File: src/rtl/sdp_pkg.sv
package sdp_pkg;
  // Detector progress. OPEN: unlock prefix seen. SHUT: disable sequence seen.
  typedef enum logic [2:0] {
    SQ_IDLE, SQ_K1, SQ_K2, SQ_OPEN, SQ_D3, SQ_D4, SQ_D5, SQ_SHUT
  } sq_t;
endpackage

File: src/rtl/sdp_step.sv
module sdp_step
  import sdp_pkg::*;
#(
  parameter int ADDR_W = 15,
  parameter int DATA_W = 8,
  parameter logic [ADDR_W-1:0] KEY_A1 = 15'h5555,
  parameter logic [ADDR_W-1:0] KEY_A2 = 15'h2AAA,
  parameter logic [DATA_W-1:0] D_LEAD = 8'hAA,
  parameter logic [DATA_W-1:0] D_SEC  = 8'h55,
  parameter logic [DATA_W-1:0] D_ARM  = 8'hA0,
  parameter logic [DATA_W-1:0] D_ERA  = 8'h80,
  parameter logic [DATA_W-1:0] D_OFF  = 8'h20
) (
  input  sq_t               cur,
  input  logic [ADDR_W-1:0] addr,
  input  logic [DATA_W-1:0] data,
  output sq_t               nxt,
  output logic              cmd_hit
);
  function automatic logic key_eq(input logic [ADDR_W-1:0] a, input logic [DATA_W-1:0] d,
                                  input logic [ADDR_W-1:0] ka, input logic [DATA_W-1:0] kd);
    return (a == ka) && (d == kd);
  endfunction

  logic lead_w, sec_w, arm_w, era_w, off_w;
  assign lead_w = key_eq(addr, data, KEY_A1, D_LEAD);
  assign sec_w  = key_eq(addr, data, KEY_A2, D_SEC);
  assign arm_w  = key_eq(addr, data, KEY_A1, D_ARM);
  assign era_w  = key_eq(addr, data, KEY_A1, D_ERA);
  assign off_w  = key_eq(addr, data, KEY_A1, D_OFF);

  sq_t restart_w;
  assign restart_w = lead_w ? SQ_K1 : SQ_IDLE;

  always_comb begin
    nxt     = restart_w;
    cmd_hit = lead_w;
    unique case (cur)
      SQ_IDLE: ;
      SQ_K1:   if (sec_w) begin nxt = SQ_K2; cmd_hit = 1'b1; end
      SQ_K2: begin
        if (arm_w)      begin nxt = SQ_OPEN; cmd_hit = 1'b1; end
        else if (era_w) begin nxt = SQ_D3;   cmd_hit = 1'b1; end
      end
      SQ_D3:   if (lead_w) begin nxt = SQ_D4; cmd_hit = 1'b1; end
      SQ_D4:   if (sec_w)  begin nxt = SQ_D5; cmd_hit = 1'b1; end
      SQ_D5:   if (off_w)  begin nxt = SQ_SHUT; cmd_hit = 1'b1; end
      SQ_OPEN, SQ_SHUT: begin nxt = cur; cmd_hit = 1'b0; end
      default: ;
    endcase
  end
endmodule

File: src/rtl/sdp_latch.sv
module sdp_latch #(
  parameter logic INIT = 1'b0
) (
  input  logic clk,
  input  logic rst_n,
  input  logic load,
  input  logic set_val,
  output logic q
);
  // Persistent state: initial value only, no reset term.
  logic q_r = INIT;
  always_ff @(posedge clk) begin
    if (rst_n && load) q_r <= set_val;
  end
  assign q = q_r;
endmodule

File: src/rtl/sdp_guard.sv
module sdp_guard
  import sdp_pkg::*;
#(
  parameter int ADDR_W    = 15,
  parameter int DATA_W    = 8,
  parameter logic INIT_PROT = 1'b0
) (
  input  logic              clk,
  input  logic              rst_n,
  input  logic              wr_valid,
  input  logic [ADDR_W-1:0] wr_addr,
  input  logic [DATA_W-1:0] wr_data,
  input  logic              cycle_done,
  output logic              wr_permit,
  output logic              protect_on
);
  sq_t  seq_q, seq_nx;
  logic cmd_hit;

  sdp_step #(.ADDR_W(ADDR_W), .DATA_W(DATA_W)) u_step (
    .cur(seq_q), .addr(wr_addr), .data(wr_data), .nxt(seq_nx), .cmd_hit(cmd_hit)
  );

  always_ff @(posedge clk or negedge rst_n) begin
    if (!rst_n)          seq_q <= SQ_IDLE;
    else if (cycle_done) seq_q <= SQ_IDLE;
    else if (wr_valid)   seq_q <= seq_nx;
  end

  // Named events for the checker
  logic seq_idle, seq_open, seq_shut, prot_load;
  assign seq_idle  = (seq_q == SQ_IDLE);
  assign seq_open  = (seq_q == SQ_OPEN);
  assign seq_shut  = (seq_q == SQ_SHUT);
  assign prot_load = cycle_done && (seq_open || seq_shut);

  sdp_latch #(.INIT(INIT_PROT)) u_prot (
    .clk(clk), .rst_n(rst_n), .load(prot_load), .set_val(seq_open), .q(protect_on)
  );

  assign wr_permit = wr_valid && (seq_open || (!cmd_hit && !protect_on));
endmodule

File: config.mk
export PLATFORM = sky130hd
export DESIGN_NAME = sdp_guard
export DESIGN_NICKNAME = d
export VERILOG_FILES = /design/src/rtl/sdp_pkg.sv /design/src/rtl/sdp_step.sv /design/src/rtl/sdp_latch.sv /design/src/rtl/sdp_guard.sv
export SDC_FILE = /design/constraint.sdc
export NUM_CORES = 1
export LEC_CHECK = 0
export CORE_UTILIZATION = 43
export DETAILED_ROUTE_END_ITERATION = 12
export MAX_ROUTING_LAYER = met4
export PLACE_DENSITY = 0.93
export SYNTH_ARGS = -nofsm -noshare
export SYNTH_HDL_FRONTEND = slang
export SYNTH_SLANG_ARGS = --single-unit
File: constraint.sdc
create_clock -name clk -period 4.89 [get_ports clk]
set_input_delay 0.489 -clock clk [delete_from_list [all_inputs] [get_ports clk]]
set_output_delay 0.489 -clock clk [all_outputs]
set_load 0.005 [all_outputs]
==> summary.txt, run 1 <==
outcome: complete, no violations
level count of the clock H-tree: 1
critical path data arrival time: 2440 ps
Detail Route Antenna Nets: 0
share of flip-flops with an asynchronous set or reset: 0.750
Leak: 0.318 nW
worst skew pair latency: 240 ps
measured slew at the worst slew-check pin: 437 ps
Hold WC Path Type: in2async
setup TNS: 0 ps
drt drc: 0
Final Cycle Share: 0.599
Synth Warn #: 0
first-pass GRT wire length: 2730 um
TritonCTS Buffers: 3
n_diodes: 0
Resized cells post-CTS: 0
Hold Fails Final Rpt: 0
Fin Hold WS: 448 ps
Mapped Nets: 107
via/cell ratio: 6.24
All-Layer GR Usage: 0.255
Crit Path Class: in2out
syn_area_per_cell: 7.80 sq um
slowest stage delay, CP: 470 ps
Max Root-Sink Buffers: 2
sequential-to-total area share from yosys stat: 0.168
drt wl/cell: 14.4 um
total power: 0.119 mW
synth unique cells: 42
layout cells sized above 1: 0.110
Netlist Area Pre-Place: 624 sq um
initial antenna violation count: 0
Placement Setup Slack: 1980 ps
Area Growth Syn to Fin: 48.9%
Die H: 40.1 um
clk slew on worst S/H paths: 40 ps
worst path bufs/invs: 2
detailed placement HPWL: 1480 um
commonest register cell after synthesis: dfrtp_1
root buffer cell: clkbuf_4
Critical Path RT: 4400 ps
most common cell in the netlist: nor2_1
count of pins over their slew limit: 0
DR vias: 774
RSZ-0062 raised after global routing: no
crit path max fanout: 3
IO Port Bufs: 28
Area contributors post-synth: dfrtp_1 12%, nor2_1 6.0%, nor4bb_1 4.8%
final wirelength: 1780 um
number of I/O pins: 29
Die ar.: 1610 sq um
largest net degree at the start of global routing: 13
placed insts: 120
Clock Sinks: 4
Yosys top cell by area: dfrtp_1
Setup Viol. Count Final: 0
Pwr Density: 128 nW/um^2
core area: 1330 sq um
Post-Syn Instances: 80
slowest CP cell: clkdlybuf4s50_1
Initial Util: 0.468
Yosys reg bits: 4
vias in the first global route: 714
Die X: 40.1 um
Commonest cells post-synth: 10 x nor2_1, 6 x nand2_1, 5 x a21oi_1
f_max: 342 MHz
CP delay by family, top: buffers and inverters
CP Cell Sequence: clkdlybuf4s50_1, nor4bb_1, nand3_1, nor2_1, a21oi_1, o21a_1, clkdlybuf4s50_1
Worst path most repeated cell: clkdlybuf4s50_1
drt first-iter violations: 12
hold buffers post-CTS: 0
CTS tree: built
maximum vdd drop: 0.0000603 V
Placer Congestion: 0.855
Max Cap Viol: 0
GR Overflow Total: 0
row cnt: 13
Post-Route Skew: 7.27 ps
Pre-antenna DRT Iters: 4
Worst Setup Slack, final: 1960 ps
fillcell total: 119
crit end category: output pin
critical path startpoint category: input pin
Post-CTS Setup Bufs: 0
min Tclk post-route: 2930 ps
Layout Cells excl Fill: 124
max_slew headroom: 0.705
number of synthesized flops with an enable pin: 1
fin nets: 137
top cell type's share of synthesized area: 0.120
## final cells by class
cell class	count	area (sq um)	area share
multi-input combinational	70	488	0.525
timing repair buffer	28	280	0.301
sequential	4	105	0.113
clock buffer	4	26.3	0.0283
tap	15	18.8	0.0202
inverter	3	11.3	0.0121
## through the flow
| stage | util | cell area, sq um |
|---|---|---|
| floorplan | - | 624 |
| detailed placement | 0.677 | 903 |
| global route | 0.697 | 930 |
| global placement | 0.677 | 903 |
| CTS | 0.697 | 930 |
| finish | 0.697 | 930 |
## where the power goes
part	leakage, nW	switching, mW	total (mW)	internal (mW)
Combinational	0.251	0.0137	0.0397	0.0260
Clock	0.0150	0.0145	0.0452	0.0307
Sequential	0.0524	0.00000000334	0.0343	0.0343
## kinds of logic (layout without fill, tap and decap cells)
kind of cell / after synthesis / after routing / share of synthesized area
simple gates: 48 / 48 / 0.527
compound gates: 21 / 21 / 0.240
buf+inv: 6 / 35 / 0.0501
flops: 4 / 4 / 0.168
xor+xnor: 1 / 1 / 0.0140
## routing by layer
metal  up-vias  global-route usage  share of wire
met2        42               0.472           0.55
met3         0              0.0389          0.062
li1        368                   -              -
met5         -                   -              0
met1       364               0.256           0.39
met4         0               0.121              0
## layout by cell type (no fill, tap or decap), types with 2 or more instances in the layout
master | netlist | final
nand2_1 | 6 | 6
o21a_1 | 2 | 2
and4bb_2 | 2 | 2
nor2b_1 | 2 | 2
nand3b_1 | 2 | 2
o31ai_1 | 3 | 3
clkdlybuf4s50_1 | 0 | 28
o21ai_0 | 3 | 3
a21oi_1 | 5 | 5
nor2_1 | 10 | 10
clkbuf_4 | 0 | 3
nand2b_1 | 2 | 2
nand4_1 | 3 | 3
inv_1 | 3 | 3
dfrtp_1 | 3 | 3
nand3_1 | 2 | 2
nor3b_1 | 3 | 3
nor4bb_1 | 3 | 3
## state kept, by name (all words and copies together), names as in the netlist
name / cells
u_prot.q: 1
seq_q: 3
## path summary, 6_finish.rpt
check                            from        end  slack [ps]  cells past startpoint
setup / recovery           wr_addr[9]  wr_permit        1960                      7
hold / removal                  rst_n   seq_q[1]         450                      1
setup reg to reg             seq_q[0]   seq_q[0]        3100                      4
hold reg to reg              seq_q[2]   seq_q[2]         700                      2
max in group asynchronous       rst_n   seq_q[2]        4270                      1
min in group clk             seq_q[2]   seq_q[2]         700                      2
(Power assumes the default switching activity.)
==> run 2, diff against run 1 <==
- CORE_UTILIZATION: 43 -> 40
- PLACE_DENSITY: 0.93 -> 0.88
- clock period: 4.89 -> 2.72 ns (I/O delays scaled with it)
==> run 2 against run 1 <==
Net effect: critical path type is now reg2out; core utilization shrank 1.9 points; clock power grew 92%; largest power group unchanged; sequential power grew 80%; flip-flop and latch count is the same.
==> summary.txt, run 2 (same netlist as run 1, synthesis figures left out) <==
Setup Viol. Count Final: 0 (unchanged)
number of I/O pins: 29 (unchanged)
Max Cap Viol: 0 (unchanged)
initial antenna violation count: 0 (unchanged)
Leak: 0.323 nW (+1.6%)
Hold Fails Final Rpt: 0 (unchanged)
count of pins over their slew limit: 0 (unchanged)
Die H: 41.5 um (+3.5%)
vias in the first global route: 797 (+12%)
drt drc: 0 (unchanged)
measured slew at the worst slew-check pin: 379 ps (-58.3 ps)
Max Root-Sink Buffers: 2 (unchanged)
fillcell total: 118 (-0.84%)
TritonCTS Buffers: 3 (unchanged)
Util after Layout: 0.678 (-0.0192)
Die ar.: 1720 sq um (+7.1%)
DR vias: 781 (+0.90%)
f_max: 395 MHz
min Tclk post-route: 2530 ps
first-pass GRT wire length: 3030 um (+11%)
setup TNS: 0 ps (unchanged)
n_diodes: 0 (unchanged)
Hold WC Path Type: in2async
Clock Sinks: 4 (unchanged)
drt first-iter violations: 39 (+27)
Post-Route Skew: 17.2 ps (+9.91 ps)
CTS tree: built
clk slew on worst S/H paths: 50 ps (about the same)
RSZ-0062 raised after global routing: no
total power: 0.220 mW (+85%)
Detail Route Antenna Nets: 0 (unchanged)
crit end category: output pin
largest net degree at the start of global routing: 13 (unchanged)
hold buffers post-CTS: 0 (unchanged)
All-Layer GR Usage: 0.224 (-0.0303)
fin nets: 138 (+0.73%)
worst skew pair latency: 250 ps (about the same)
drt wl/cell: 14.2 um (-1.5%)
Initial Util: 0.452 (-0.0165)
final instance area: 937 sq um (+0.81%)
Critical Path RT: 2450 ps (-1950 ps)
final wirelength: 1770 um (-0.73%)
Final Cycle Share: 0.930
IO Port Bufs: 28 (unchanged)
Placer Congestion: 0.990 (+16%)
Area Growth Syn to Fin: 50.1%
post-placement cell area: 911 sq um (+0.83%)
GR Overflow Total: 0 (unchanged)
outcome: complete, no violations
crit path max fanout: 12 (+9)
Die X: 41.5 um (+3.5%)
R2R Setup Slk: 930 ps (-2170 ps)
root buffer cell: clkbuf_4
most frequent cells in the layout: 28 x clkdlybuf4s50_1, 10 x nor2_1, 6 x nand2_1
max_slew headroom: 0.744 (+0.0394)
max reg flops: 3 (unchanged)
row cnt: 13 (unchanged)
layout cells sized above 1: 0.118 (+0.00809)
Post-CTS Setup Bufs: 0 (unchanged)
via/cell ratio: 6.25 (about the same)
core area: 1380 sq um (+3.7%)
Crit Path Class: reg2out
Most flops, register: seq_q
Resized cells post-CTS: 0 (unchanged)
critical path startpoint category: flip-flop
Pre-antenna DRT Iters: 4 (unchanged)
maximum vdd drop: 0.000128 V (+110%)
Pwr Density: 235 nW/um^2 (+84%)
detailed placement HPWL: 1440 um (-2.6%)
level count of the clock H-tree: 1 (unchanged)
critical path data arrival time: 2260 ps (-180 ps)
commonest non-fill, non-tap cell in the layout: clkdlybuf4s50_1
[run 2: changes by cell type in the layout (fill, tap and decap cells not counted)]
cell and delta:
buf_4 +1
[run 2: metal layers]
layer	track usage	wire length, um	up-vias
met4	0.135	65	0
met5	-	0	-
met3	0.0522	133	9
met2	0.394	910	55
li1	-	-	371
met1	0.222	662	346
[run 2: worst paths after layout]
path | cells after the start | from | endpoint
worst max-delay path | 6 | seq_q[0] | wr_permit
max in group asynchronous | 1 | rst_n | seq_q[2]
worst min-delay path | 1 | rst_n | seq_q[0]
worst max register to register | 4 | seq_q[0] | seq_q[0]
worst min register to register | 2 | seq_q[2] | seq_q[2]
min in group clk | 2 | seq_q[2] | seq_q[2]
[run 2: final cells by class]
class	count	area (sq um)	share of cell area
Clock buffer	4	26.3	0.0280
Inverter	3	11.3	0.0120
Multi-Input combinational cell	70	488	0.521
Sequential cell	4	105	0.112
Tap cell	15	18.8	0.0200
Timing Repair Buffer	29	288	0.307
[run 2: metrics by stage]
| step | setup WS (ps) | instances | hold slack (ps) |
|---|---|---|---|
| 6_report | 190 | 125 | 212 |
| 5_1_grt | 74.5 | 125 | 217 |
| 4_1_cts | 229 | 125 | 219 |
| 3_5_place_dp | 288 | 121 | 480 |
| 3_3_place_gp | 304 | 121 | 474 |
| 2_1_floorplan | 1170 | 80 | -23.6 |
[run 2: power by group]
part	switching [mW]	internal, mW	total [mW]
Sequential	0.00000000537	0.0616	0.0616
Combinational	0.0245	0.0476	0.0721
Clock	0.0313	0.0554	0.0868
[run 2: critical path, cell delays in order (launching register included)]
cell and delay, ps:
dfrtp_1 570, nand3b_1 140, a21boi_0 310, o21ai_0 140
o21ai_0 200, o21a_1 140, clkdlybuf4s50_1 490
